--- src/rtl/tcx_pkg.sv ---
package tcx_pkg;
  localparam int unsigned INSTR_BYTES = 4;
  localparam int unsigned CHAIN_LEN   = 3;

  typedef struct packed {
    logic captureNext; // save next PC into the restart register
    logic swLoad;      // software value into the restart register
    logic reloadChain; // rebuild the PC chain from the restart register
  } tcx_strobe_t;
endpackage

--- src/rtl/tcx_ctrl_fsm.sv ---
module tcx_ctrl_fsm
  import tcx_pkg::*;
(
  input  logic        clk,
  input  logic        rstN,
  input  logic        haltReq,
  input  logic        restoreReq,
  input  logic        swWrEn,
  output logic        active,
  output tcx_strobe_t strobe
);
  logic activeQ;
  logic haltHit;
  logic restoreHit;

  // Halt only matters while running; any halt request drops a restore.
  always_comb begin
    haltHit    = activeQ && haltReq;
    restoreHit = !activeQ && restoreReq && !haltReq;
    strobe.captureNext = haltHit;
    strobe.swLoad      = swWrEn && !haltHit;
    strobe.reloadChain = restoreHit;
  end

  always_ff @(posedge clk) begin
    if (!rstN) begin
      activeQ <= 1'b0;
    end else if (haltHit) begin
      activeQ <= 1'b0;
    end else if (restoreHit) begin
      activeQ <= 1'b1;
    end
  end

  assign active = activeQ;

  p_halt_clears_r2: assert property (@(posedge clk) disable iff (!rstN)
    (active && haltReq) |=> !active);

  p_halt_idle_r3: assert property (@(posedge clk) disable iff (!rstN)
    (!active && haltReq) |=> !active);

  p_restore_sets_r4: assert property (@(posedge clk) disable iff (!rstN)
    (!active && restoreReq && !haltReq) |=> active);

  p_restore_busy_r5: assert property (@(posedge clk) disable iff (!rstN)
    (active && restoreReq && !haltReq) |=> active);

  p_one_strobe_r6: assert property (@(posedge clk) disable iff (!rstN)
    $onehot0({strobe.captureNext, strobe.reloadChain}));
endmodule

--- src/rtl/tcx_datapath.sv ---
module tcx_datapath
  import tcx_pkg::*;
#(
  parameter int unsigned ADDR_W = 32
) (
  input  logic              clk,
  input  logic              rstN,
  input  tcx_strobe_t       strobe,
  input  logic [ADDR_W-1:0] nextPc,
  input  logic [ADDR_W-1:0] swWrData,
  output logic [ADDR_W-1:0] pcOut,
  output logic [ADDR_W-1:0] npcOut,
  output logic [ADDR_W-1:0] nnpcOut,
  output logic [ADDR_W-1:0] restartRd
);
  localparam logic [ADDR_W-1:0] STEP = ADDR_W'(INSTR_BYTES);

  logic [ADDR_W-1:0] restartQ;
  logic [ADDR_W-1:0] chainQ [CHAIN_LEN];

  always_ff @(posedge clk) begin
    if (!rstN) begin
      restartQ <= '0;
    end else if (strobe.captureNext) begin
      restartQ <= nextPc;
    end else if (strobe.swLoad) begin
      restartQ <= swWrData;
    end
  end

  for (genvar gi = 0; gi < CHAIN_LEN; gi++) begin : g_chain
    localparam logic [ADDR_W-1:0] OFFS = ADDR_W'(gi) * STEP;
    always_ff @(posedge clk) begin
      if (!rstN) begin
        chainQ[gi] <= '0;
      end else if (strobe.reloadChain) begin
        chainQ[gi] <= restartQ + OFFS;
      end
    end
  end

  assign pcOut     = chainQ[0];
  assign npcOut    = chainQ[1];
  assign nnpcOut   = chainQ[2];
  assign restartRd = restartQ;

  p_capture_next_r2: assert property (@(posedge clk) disable iff (!rstN)
    strobe.captureNext |=> (restartRd == $past(nextPc)));

  p_reload_base_r8: assert property (@(posedge clk) disable iff (!rstN)
    strobe.reloadChain |=> (pcOut == $past(restartRd)));

  p_reload_stride_r4: assert property (@(posedge clk) disable iff (!rstN)
    strobe.reloadChain |=> (npcOut == pcOut + 4) && (nnpcOut == pcOut + 8));

  p_chain_hold_r5: assert property (@(posedge clk) disable iff (!rstN)
    !strobe.reloadChain |=> $stable(pcOut) && $stable(npcOut) && $stable(nnpcOut));

  p_sw_write_r7: assert property (@(posedge clk) disable iff (!rstN)
    (strobe.swLoad && !strobe.captureNext) |=> (restartRd == $past(swWrData)));
endmodule

--- src/rtl/tcx_ctrl_top.sv ---
module tcx_ctrl_top
  import tcx_pkg::*;
#(
  parameter int unsigned ADDR_W = 32
) (
  input  logic              clk,
  input  logic              rstN,
  input  logic              haltReq,
  input  logic              restoreReq,
  input  logic [ADDR_W-1:0] nextPc,
  input  logic              swWrEn,
  input  logic [ADDR_W-1:0] swWrData,
  output logic              active,
  output logic [ADDR_W-1:0] pcOut,
  output logic [ADDR_W-1:0] npcOut,
  output logic [ADDR_W-1:0] nnpcOut,
  output logic [ADDR_W-1:0] restartRd
);
  tcx_strobe_t strobe;

  tcx_ctrl_fsm ctrl_i (
    .clk        (clk),
    .rstN       (rstN),
    .haltReq    (haltReq),
    .restoreReq (restoreReq),
    .swWrEn     (swWrEn),
    .active     (active),
    .strobe     (strobe)
  );

  tcx_datapath #(.ADDR_W(ADDR_W)) dp_i (
    .clk       (clk),
    .rstN      (rstN),
    .strobe    (strobe),
    .nextPc    (nextPc),
    .swWrData  (swWrData),
    .pcOut     (pcOut),
    .npcOut    (npcOut),
    .nnpcOut   (nnpcOut),
    .restartRd (restartRd)
  );

  p_readback_r9: assert property (@(posedge clk) disable iff (!rstN)
    (!active && !haltReq && !swWrEn) |=> $stable(restartRd));
endmodule

--- config.mk ---
export PLATFORM = sky130hd
export DESIGN_NAME = tcx_ctrl_top
export DESIGN_NICKNAME = d
export VERILOG_FILES = /design/src/rtl/tcx_pkg.sv /design/src/rtl/tcx_ctrl_fsm.sv /design/src/rtl/tcx_datapath.sv /design/src/rtl/tcx_ctrl_top.sv
export SDC_FILE = /design/constraint.sdc
export NUM_CORES = 1
export LEC_CHECK = 0
export ABC_AREA = 1
export CORE_AREA = 5 5 115 171
export DETAILED_ROUTE_END_ITERATION = 6
export DIE_AREA = 0 0 120 176
export MAX_ROUTING_LAYER = met4
export SLEW_MARGIN = 20
export SYNTH_ARGS = -nofsm -noshare
export SYNTH_HDL_FRONTEND = slang
export SYNTH_HIERARCHICAL = 1
export SYNTH_SLANG_ARGS = --single-unit
export TNS_END_PERCENT = 50
--- constraint.sdc ---
create_clock -name clk -period 3.4 [get_ports clk]
set_input_delay 0.68 -clock clk [delete_from_list [all_inputs] [get_ports clk]]
set_output_delay 0.68 -clock clk [all_outputs]
set_load 0.02 [all_outputs]
==> results.md, run 1 <==
* Placed cell areas at 8337 sq um
* Share of layout cells above drive strength 1 at 9.560%
* Register clock-pin slew on the reported worst setup and hold paths at 0.06 ns
* Port buffer count at 197
* Worst Skew at 0.01312 ns
* YS warnings at 6
* Root Driver: clkbuf_16
* Ports at 198
* Worst Setup End Kind: output pin
* CTS sink count at 124
* Setup Crit Path Kind: reg2out
* Commonest non-fill, non-tap cell in the layout: clkdlybuf4s50_1
* Synth Instances at 728
* Most frequent cells in the layout: clkdlybuf4s50_1 (196), nand2_1 (161), nor2_1 (118)
* Synth Flop Type: edfxtp_1
* Min cycle time layout at 2.358 ns
* Hold path startpoint: ctrl_i/active$_SDFFE_PP0P_
* Synth area leader: edfxtp_1
* Num rows at 60
* Critical Path RT at 2.72 ns
* Gp weighted congestion at 0.9039
* Max incr delay on CP at 0.69 ns
* Critical Path Stages at 1
* Global route overflow at 0
* Initial core utilization at 34.49%
* Max-slew violations at 0
* Peak VDD IR at 0.0002666 V
* DIE AREA at 21120 sq um
* Power consumption at 0.004309 W
* Synth top area cells: edfxtp_1 (44%), dfxtp_1 (11%), nand2_1 (9.9%)
* CTS hold repair buffers at 0
* Largest net degree at the start of global routing at 92
* Min-delay worst type: reg2reg
* Worst reg2reg setup slack at 1.43 ns
* CTS Buf Count at 17
* Final design utilization at 49.92%
* Startpoint Class: flip-flop
* Synthesized area at 6188 sq um
* DRC viols at 0
* P_leak at 3.393 nW
* Slew headroom at 60.96%
* Final nets at 989
* Reg-to-Reg Start: dp_i/restartRd[3]$_SDFFE_PN0P_
* Period utilisation layout at 69.35%
* Fin Setup TNS at 0 ns
* Fin. Hold Viols at 0
* #FFs+latches synth at 124
* Power per standard cell area at 481.0 nW/um^2
* RSZ-0062 raised after global routing: no
* Core area at 17940 sq um
* DR vias/cell at 4.809
* CTS tree: done
* Critical-path maximum fanout at 7
* Final worst slack at 1.042 ns
* Max clock buf depth at 2
* Hpwl dp at 14720 um
* H-tree levels at 4
* Initial antenna violation count at 2
* Final setup violation count at 0
* Worst R2R Path Depth at 8
* CP bufs+invs at 1
* FFs w/ async S/R, synth at 0%
* Max-cap violations at 0
* Slew @ Worst Pin at 0.5847 ns
* Crit path cell chain: clkdlybuf4s50_1
* Worst-skew pair later-pin latency at 0.41 ns
* Vias in the first global route at 5331
* Post-synth EDFFs at 91
* Post-CTS sizing at 0
* CP top delay family: buffers and inverters
* Detail Route Antenna Nets at 0
* Min-Delay Endpoint: ctrl_i/active$_SDFFE_PP0P_
* Chip width at 120 um
* Fin area at 8957 sq um
* Synth top area share at 44.16%
* Chip height at 176 um
* Routed WL at 19640 um
* Syn nets at 799
* Pre-CTS WS at 0.9353 ns
* Post-synthesis sequential area ratio at 54.83%
* R2R Path End: dp_i/chainQ[1][29]$_SDFFCE_PN0P_
* Fmax at 424.1 MHz
* Gr usage total at 19.02%
* Global-route wire length before repair at 29560 um
* Average wire per standard cell at 17.07 um
* Avg Cell Area, Syn at 8.501 sq um
* Post-CTS Setup Bufs at 0
* Arrival @ worst endpoint at 1.68 ns
* CP max-delay cell: clkdlybuf4s50_1
* Area Growth Syn to Fin at 44.74%
* Via count at 5530
* Status: finished, final reports clean
* Worst hold path stage count at 2
* Initial DRC Count at 317
* Distinct cells, synth at 28
* Drt pass-1 iters at 5
## per-stage QoR
stage | hold WS, ns | instances
global placement | 0.5131 | 1116
finish | 0.5306 | 1150
global route | 0.5675 | 1150
floorplan | 0.5802 | 728
detailed placement | 0.5312 | 1116
CTS | 0.5397 | 1148
## routing by layer
layer	vias to the layer above	wire length, um	part of all wire, %	GRT usage, %
li1	2738	-	-	-
met1	2553	7564	39	20.60
met2	208	10230	52	33.05
met3	31	1154	5.9	4.006
met4	0	691	3.5	9.126
met5	-	0	0	-
## cells in the mapped netlist, types with 6 or more instances
cell type	instances
nand2_1	163
nor2_1	118
edfxtp_1	91
inv_1	88
nand3_1	51
a21oi_1	38
dfxtp_1	33
o21ai_0	26
o21ai_1	19
o211ai_2	17
nor2_2	16
buf_2	13
clkbuf_1	9
buf_4	8
inv_2	6
## sequential cells by signal, indices dropped and copies added (netlist names)
signal,count
ctrl_i/active,1
dp_i/chainQ,91
dp_i/restartRd,32
## cells by family (layout without fill, tap and decap cells)
| logic type | after synthesis | after routing | share of synthesized area [%] |
|---|---|---|---|
| compound gates | 104 | 104 | 10.63 |
| xor+xnor | 5 | 5 | 0.7076 |
| fa+ha+maj | 2 | 2 | 0.4043 |
| buf+inv | 130 | 333 | 8.876 |
| flops | 124 | 124 | 54.83 |
| other cells | 0 | 2 | 0 |
| simple gates | 363 | 363 | 24.55 |
## how the worst max path moves through the flow
stage	start	to	slack [ns]
detailed placement	restoreReq	dp_i/chainQ[1][4]$_SDFFCE_PN0P_	0.94
CTS	dp_i/restartRd[25]$_SDFFE_PN0P_	restartRd[25]	1.02
finish	dp_i/restartRd[25]$_SDFFE_PN0P_	restartRd[25]	1.04
floorplan	rstN	dp_i/chainQ[0][0]$_SDFFCE_PN0P_	0.81
global route	dp_i/restartRd[25]$_SDFFE_PN0P_	restartRd[25]	0.99
global placement	restoreReq	dp_i/chainQ[1][4]$_SDFFCE_PN0P_	0.93
## power by group
group	leakage [nW]	internal (W)	switching, W
registers	1.24	0.00172	0.0000771
clock network	0.291	0.00124	0.000662
logic	1.86	0.000284	0.000332
total	3.39	0.00324	0.00107
## worst register-to-register path, cell delays in order (launching register included)
cell     delay (ns)
dfxtp_1        0.45
ha_1           0.29
nand2_1        0.09
nor2_2         0.22
nand2_1        0.17
nor2_1         0.26
nand3_1        0.13
nand2_1        0.08
nor2_1         0.05
## area by class of cell
class,count,area [sq um]
repair buffers,206,2059
clock buffers,19,442.9
flip-flops and latches,124,3393
inverters,95,356.6
multi-input cells,474,2256
well taps,217,271.5
diodes,2,5.005
fillers,1737,8985
clock inverters,13,172.7
Note: power is estimated with default switching activity, not from simulation.
==> run 2: changes to the inputs <==
==> constraint.sdc (replaced) <==
create_clock -name clk -period 2.3 [get_ports clk]
set_input_delay 0.46 -clock clk [delete_from_list [all_inputs] [get_ports clk]]
set_output_delay 0.46 -clock clk [all_outputs]
set_load 0.02 [all_outputs]
==> run 2 against run 1 <==
- non-clock buffer count rose by 12
- cell count rose by 0.87%
- count of clock-buffer cells in the layout fell by 1
- via count fell by 0.54%
- power rose by 49%
- sequential power rose by 48%
- die area did not move
- register-to-register slack got worse by 1.1 ns
- utilization rose by 0.66 points
- combinational power rose by 52%
- hold slack got worse by 0.0054 ns
- clock skew fell by 0.0043 ns
==> results.md, run 2 (synthesis gave the netlist of run 1 again) <==
* Largest net degree at the start of global routing at 52 (was 92)
* Max clock buf depth at 2 (unchanged)
* Global route overflow at 0 (unchanged)
* Most frequent cells in the layout: clkdlybuf4s50_1 (196), nand2_1 (161), nor2_1 (118) (unchanged)
* Arrival @ worst endpoint at 1.70 ns (was 1.68 ns)
* Status: finished, final reports clean (unchanged)
* Min-delay worst type: in2reg (was reg2reg)
* Post-CTS sizing at 0 (unchanged)
* R2R Path End: dp_i/chainQ[2][29]$_SDFFCE_PN0P_ (was dp_i/chainQ[1][29]$_SDFFCE_PN0P_)
* Num rows at 60 (unchanged)
* Slew @ Worst Pin at 0.4395 ns (was 0.5847 ns)
* CP top delay family: buffers and inverters (unchanged)
* Critical Path RT at 1.84 ns (was 2.72 ns)
* Max incr delay on CP at 0.70 ns (was 0.69 ns)
* Root Driver: clkbuf_16 (unchanged)
* Min cycle time layout at 2.156 ns
* Post-CTS Setup Bufs at 0 (unchanged)
* Core area at 17940 sq um (unchanged)
* Routed WL at 19810 um (was 19640 um)
* Fin. Hold Viols at 0 (unchanged)
* P_leak at 3.453 nW (was 3.393 nW)
* Slew headroom at 70.66% (was 60.96%)
* Final nets at 1001 (was 989)
* Chip height at 176 um (unchanged)
* Vias in the first global route at 5492 (was 5331)
* Initial core utilization at 34.49% (unchanged)
* Period utilisation layout at 93.73%
* Reg-to-Reg Start: dp_i/restartRd[4]$_SDFFE_PN0P_ (was dp_i/restartRd[3]$_SDFFE_PN0P_)
* Drt pass-1 iters at 7 (was 5)
* Critical Path Stages at 1 (unchanged)
* Crit path cell chain: clkdlybuf4s50_1 (unchanged)
* Final setup violation count at 0 (unchanged)
* Chip width at 120 um (unchanged)
* DIE AREA at 21120 sq um (unchanged)
* Startpoint Class: flip-flop (unchanged)
* CTS sink count at 124 (unchanged)
* Worst Skew at 0.008774 ns (was 0.01312 ns)
* Gr usage total at 19.45% (was 19.02%)
* H-tree levels at 4 (unchanged)
* Fin Setup TNS at 0 ns (unchanged)
* Worst reg2reg setup slack at 0.31 ns (was 1.43 ns)
* Initial antenna violation count at 0 (was 2)
* Register clock-pin slew on the reported worst setup and hold paths at 0.06 ns (about the same)
* CP max-delay cell: clkdlybuf4s50_1 (unchanged)
* Peak VDD IR at 0.0004538 V (was 0.0002666 V)
* RSZ-0062 raised after global routing: no (unchanged)
* CTS tree: done (unchanged)
* Worst Setup End Kind: output pin (unchanged)
* Worst-skew pair later-pin latency at 0.41 ns (about the same)
* FILL cells at 1689 (was 1737)
* Critical Path Source: dp_i/restartRd[25]$_SDFFE_PN0P_ (unchanged)
* CP endpoint: restartRd[25] (unchanged)
* Worst R2R Path Depth at 8 (unchanged)
* Initial DRC Count at 406 (was 317)
* Max-cap violations at 0 (unchanged)
* Critical-path maximum fanout at 7 (unchanged)
* Hpwl dp at 15410 um (was 14720 um)
* Largest Register: dp_i/chainQ (unchanged)
* Average wire per standard cell at 17.08 um (was 17.07 um)
* Port buffer count at 197 (unchanged)
* Power per standard cell area at 705.5 nW/um^2 (was 481.0 nW/um^2)
* Gp weighted congestion at 0.9595 (was 0.9039)
* Global-route wire length before repair at 30360 um (was 29560 um)
* Share of layout cells above drive strength 1 at 11.03% (was 9.560%)
* CTS Buf Count at 17 (unchanged)
* Ports at 198 (unchanged)
* CP bufs+invs at 1 (unchanged)
* Antenna Cells at 0 (was 2)
* DR vias/cell at 4.741 (was 4.809)
* Commonest non-fill, non-tap cell in the layout: clkdlybuf4s50_1 (unchanged)
* Max reg flops at 91 (unchanged)
* Via count at 5500 (was 5530)
* CTS hold repair buffers at 0 (unchanged)
* Final worst slack at 0.1443 ns (was 1.042 ns)
* Detail Route Antenna Nets at 0 (unchanged)
* Pre-CTS WS at 0.2125 ns (was 0.9353 ns)
* DRC viols at 0 (unchanged)
* Area Growth Syn to Fin at 46.64% (was 44.74%)
* Fmax at 463.9 MHz
* Max-slew violations at 0 (unchanged)
* Setup Crit Path Kind: reg2out (unchanged)
-- run 2: cell count changes in the layout (fill, tap and decap cells not counted), sizes merged --
cell and delta:
clkbuf -1, diode -2, clkinvlp +2, inv +2, buf +12, clkinv -3
-- run 2: worst min-delay path by stage --
stage / start / to / slack (ns) / depth (start not counted)
after floorplan: ctrl_i/active$_SDFFE_PP0P_ / ctrl_i/active$_SDFFE_PP0P_ / 0.58 / 2
after global placement: ctrl_i/active$_SDFFE_PP0P_ / ctrl_i/active$_SDFFE_PP0P_ / 0.52 / 2
after detailed placement: ctrl_i/active$_SDFFE_PP0P_ / ctrl_i/active$_SDFFE_PP0P_ / 0.52 / 2
after CTS: rstN / dp_i/restartRd[2]$_SDFFE_PN0P_ / 0.51 / 4
after global routing: rstN / dp_i/restartRd[28]$_SDFFE_PN0P_ / 0.52 / 4
final: rstN / dp_i/restartRd[21]$_SDFFE_PN0P_ / 0.53 / 4
-- run 2: layer usage --
layer	vias up	GRT usage [%]	share of wire (%)
met1	2498	21.16	39
met4	0	9.317	4.4
met3	49	4.840	5.8
met2	196	33.15	51
li1	2757	-	-
met5	-	-	0
-- run 2: worst min-delay path, cell delays in order --
cell	delay, ns
buf_2	0.12
buf_4	0.20
nand2_1	0.08
inv_1	0.03
-- run 2: cell type report --
cell class	count	area, sq um	area share, %
multi-input cells	474	2256	24.86
clock buffers	18	429.2	4.729
repair buffers	218	2175	23.96
flip-flops and latches	124	3393	37.39
clock inverters	14	193.9	2.137
well taps	217	271.5	2.992
inverters	95	356.6	3.929
-- run 2: where the power goes --
| part | switching, W | leakage [nW] | internal [W] |
|---|---|---|---|
| clock | 0.00100 | 0.289 | 0.00182 |
| sequential | 0.000112 | 1.24 | 0.00254 |
| combinational | 0.000497 | 1.93 | 0.000438 |
-- run 2: per-stage QoR --
step / util, % / hold slack, ns / total power, W / instances / area [sq um]
floorplan: - / 0.5802 / 0.003115 / 728 / 6196
global placement: 47.11 / 0.5199 / 0.003636 / 1128 / 8452
detailed placement: 47.11 / 0.5189 / 0.003641 / 1128 / 8452
CTS: 50.58 / 0.5124 / 0.006476 / 1160 / 9075
global route: 50.58 / 0.5213 / 0.006643 / 1160 / 9075
finish: 50.58 / 0.5253 / 0.006403 / 1160 / 9075
==> run 3: changes to the inputs <==
--- a/config.mk
+++ b/config.mk
@@ -10,6 +10,8 @@
 export DETAILED_ROUTE_END_ITERATION = 6
 export DIE_AREA = 0 0 120 176
 export MAX_ROUTING_LAYER = met4
+export PLACE_DENSITY = 0.68
+export SKIP_CTS_REPAIR_TIMING = 1
 export SLEW_MARGIN = 20
 export SYNTH_ARGS = -nofsm -noshare
 export SYNTH_HDL_FRONTEND = slang
==> run 3 against run 2 <==
- sequential share of layout area up 0.19 points
- critical endpoint is now restartRd[28]
- global-route usage fell by 0.42 points
- clock power is 5% lower
- register-to-register slack better by 0.07 ns
- utilization down 0.25 points
- largest power group unchanged
- combinational power up 0.9%
- setup slack improved by 0.030 ns
- largest cell class unchanged
- maximum frequency up 1.4%
- count of clock-buffer cells in the layout grew 4
==> results.md, run 3 (synthesis gave the netlist of run 1 again) <==
* Initial core utilization at 34.49% (unchanged)
* Via count at 5621 (was 5500)
* Worst R2R Path Depth at 8 (unchanged)
* Global route overflow at 0 (unchanged)
* Max reg flops at 91 (unchanged)
* Drt pass-1 iters at 5 (was 7)
* Root Driver: clkbuf_16 (unchanged)
* CP max-delay cell: clkdlybuf4s50_1 (unchanged)
* Critical Path Source: dp_i/restartRd[28]$_SDFFE_PN0P_ (was dp_i/restartRd[25]$_SDFFE_PN0P_)
* Initial antenna violation count at 0 (unchanged)
* CTS Buf Count at 17 (unchanged)
* CTS tree: done (unchanged)
* Core area at 17940 sq um (unchanged)
* Placed insts at 1123 (was 1128)
* Min cycle time layout at 2.126 ns (was 2.156 ns)
* Final nets at 996 (was 1001)
* Max-slew violations at 0 (unchanged)
* Status: finished, final reports clean (unchanged)
* Met3 usage at 3.846% (was 4.840%)
* Detail Route Antenna Nets at 0 (unchanged)
* Power per standard cell area at 694.6 nW/um^2 (was 705.5 nW/um^2)
* Hpwl dp at 15030 um (was 15410 um)
* Initial DRC Count at 378 (was 406)
* Worst-skew pair later-pin latency at 0.41 ns (about the same)
* Port buffer count at 197 (unchanged)
* Startpoint Class: flip-flop (unchanged)
* R2R Path End: dp_i/chainQ[1][29]$_SDFFCE_PN0P_ (was dp_i/chainQ[2][29]$_SDFFCE_PN0P_)
* Critical-path maximum fanout at 8 (was 7)
* Average wire per standard cell at 17.12 um (was 17.08 um)
* DR vias/cell at 4.867 (was 4.741)
* P_sw at 0.001588 W (was 0.001612 W)
* Max-cap violations at 0 (unchanged)
* Area Growth Syn to Fin at 45.92% (was 46.64%)
* Routed WL at 19770 um (was 19810 um)
* Gr usage total at 19.03% (was 19.45%)
* Chip height at 176 um (unchanged)
* Critical Path Stages at 1 (unchanged)
* Max clock buf depth at 2 (unchanged)
* DRC viols at 0 (unchanged)
* Ports at 198 (unchanged)
* Largest Register: dp_i/chainQ (unchanged)
* Power consumption at 0.006272 W (was 0.006403 W)
* Reg power frac at 42.2% (was 41.4%)
* Final design utilization at 50.33% (was 50.58%)
* Peak VDD IR at 0.0003566 V (was 0.0004538 V)
* Slew headroom at 73.70% (was 70.66%)
* Min-delay worst type: reg2reg (was in2reg)
* Chip width at 120 um (unchanged)
* Share of layout cells above drive strength 1 at 10.45% (was 11.03%)
* Period utilisation layout at 92.43% (was 93.73%)
* Gp weighted congestion at 0.8609 (was 0.9595)
* Fin. Hold Viols at 0 (unchanged)
* Antenna Cells at 0 (unchanged)
* Commonest non-fill, non-tap cell in the layout: clkdlybuf4s50_1 (unchanged)
* Final setup violation count at 0 (unchanged)
* Critical Path RT at 1.84 ns (about the same)
* Met2 GRT Util at 32.82% (was 33.15%)
* GRT Max-Usage Layer: met2 (unchanged)
* Fin cells at 1155 (was 1160)
* CTS sink count at 124 (unchanged)
* Worst Skew at 0.01226 ns (was 0.008774 ns)
* Fin Setup TNS at 0 ns (unchanged)
* Max incr delay on CP at 0.72 ns (was 0.70 ns)
* DIE AREA at 21120 sq um (unchanged)
* Pint at 0.004684 W (was 0.004791 W)
* Reg-to-Reg Start: dp_i/restartRd[3]$_SDFFE_PN0P_ (was dp_i/restartRd[4]$_SDFFE_PN0P_)
* Worst reg2reg setup slack at 0.38 ns (was 0.31 ns)
* RSZ-0062 raised after global routing: no (unchanged)
* Arrival @ worst endpoint at 1.67 ns (was 1.70 ns)
* CP top delay family: buffers and inverters (unchanged)
* Fmax at 470.4 MHz (was 463.9 MHz)
* Slew @ Worst Pin at 0.3939 ns (was 0.4395 ns)
* Global-route wire length before repair at 29860 um (was 30360 um)
* Clock share of power at 42.7% (was 44.0%)
* Register clock-pin slew on the reported worst setup and hold paths at 0.06 ns (about the same)
* Sw Ratio at 25.32% (was 25.17%)
* CP bufs+invs at 1 (unchanged)
* Met1 Use GR at 21.07% (was 21.16%)
* Largest net degree at the start of global routing at 49 (was 52)
* P_leak at 3.432 nW (was 3.453 nW)
* Most frequent cells in the layout: clkdlybuf4s50_1 (197), nand2_1 (161), nor2_1 (118) (was clkdlybuf4s50_1 (196), nand2_1 (161), nor2_1 (118))
* FILL cells at 1634 (was 1689)
* Vias in the first global route at 5483 (was 5492)
* Num rows at 60 (unchanged)
* H-tree levels at 4 (unchanged)
* Final Hold Slack at 0.5345 ns (was 0.5253 ns)
* CP endpoint: restartRd[28] (was restartRd[25])
* Worst Setup End Kind: output pin (unchanged)
* Crit path cell chain: clkdlybuf4s50_1 (unchanged)
* Combinational Power Share at 15.0% (was 14.6%)
* Setup Crit Path Kind: reg2out (unchanged)
==> run 3: cell types whose count changed in the layout (fill, tap and decap cells not counted), sizes merged <==
cell           delta
clkdlybuf4s50     +1
inv               -1
clkbuf            +4
clkinvlp          -1
bufinv            -2
buf               -6
==> run 3: layout make-up <==
class                           count  area (sq um)  share of cell area, %
Tap cell                          217         271.5                  3.007
Inverter                           95         356.6                  3.949
Multi-Input combinational cell    474          2256                  24.98
Sequential cell                   124          3393                  37.58
Clock inverter                     10         113.9                  1.261
Timing Repair Buffer              213          2155                  23.86
Clock buffer                       22         484.2                  5.362
==> run 3: layer usage <==
metal  vias to the layer above  share of wire, %
li1                       2749                 -
met1                      2574                38
met2                       248                51
met3                        50               6.7
met4                         0               4.2
met5                         -                 0
==> run 3: worst min path at each step <==
stage	endpoint	cells past startpoint	from
4_1_cts	ctrl_i/active$_SDFFE_PP0P_	2	ctrl_i/active$_SDFFE_PP0P_
6_report	ctrl_i/active$_SDFFE_PP0P_	2	ctrl_i/active$_SDFFE_PP0P_
5_1_grt	ctrl_i/active$_SDFFE_PP0P_	2	ctrl_i/active$_SDFFE_PP0P_
2_1_floorplan	ctrl_i/active$_SDFFE_PP0P_	2	ctrl_i/active$_SDFFE_PP0P_
3_5_place_dp	ctrl_i/active$_SDFFE_PP0P_	2	ctrl_i/active$_SDFFE_PP0P_
3_3_place_gp	ctrl_i/active$_SDFFE_PP0P_	2	ctrl_i/active$_SDFFE_PP0P_
==> run 3: power by group through the flow <==
stage	registers [W]	logic (W)	clock network (W)
6_report	0.00265	0.000944	0.00268
2_1_floorplan	0.00283	0.000285	0
3_3_place_gp	0.00269	0.000942	0
4_1_cts	0.00265	0.000954	0.00273
5_1_grt	0.00266	0.00101	0.00283
3_5_place_dp	0.00269	0.000949	0
==> run 3: through the flow <==
stage	setup WS [ns]	area [sq um]
floorplan	0.4063	6196
global placement	0.2009	8432
detailed placement	0.1757	8432
CTS	0.1483	9030
global route	0.1160	9030
finish	0.1740	9030
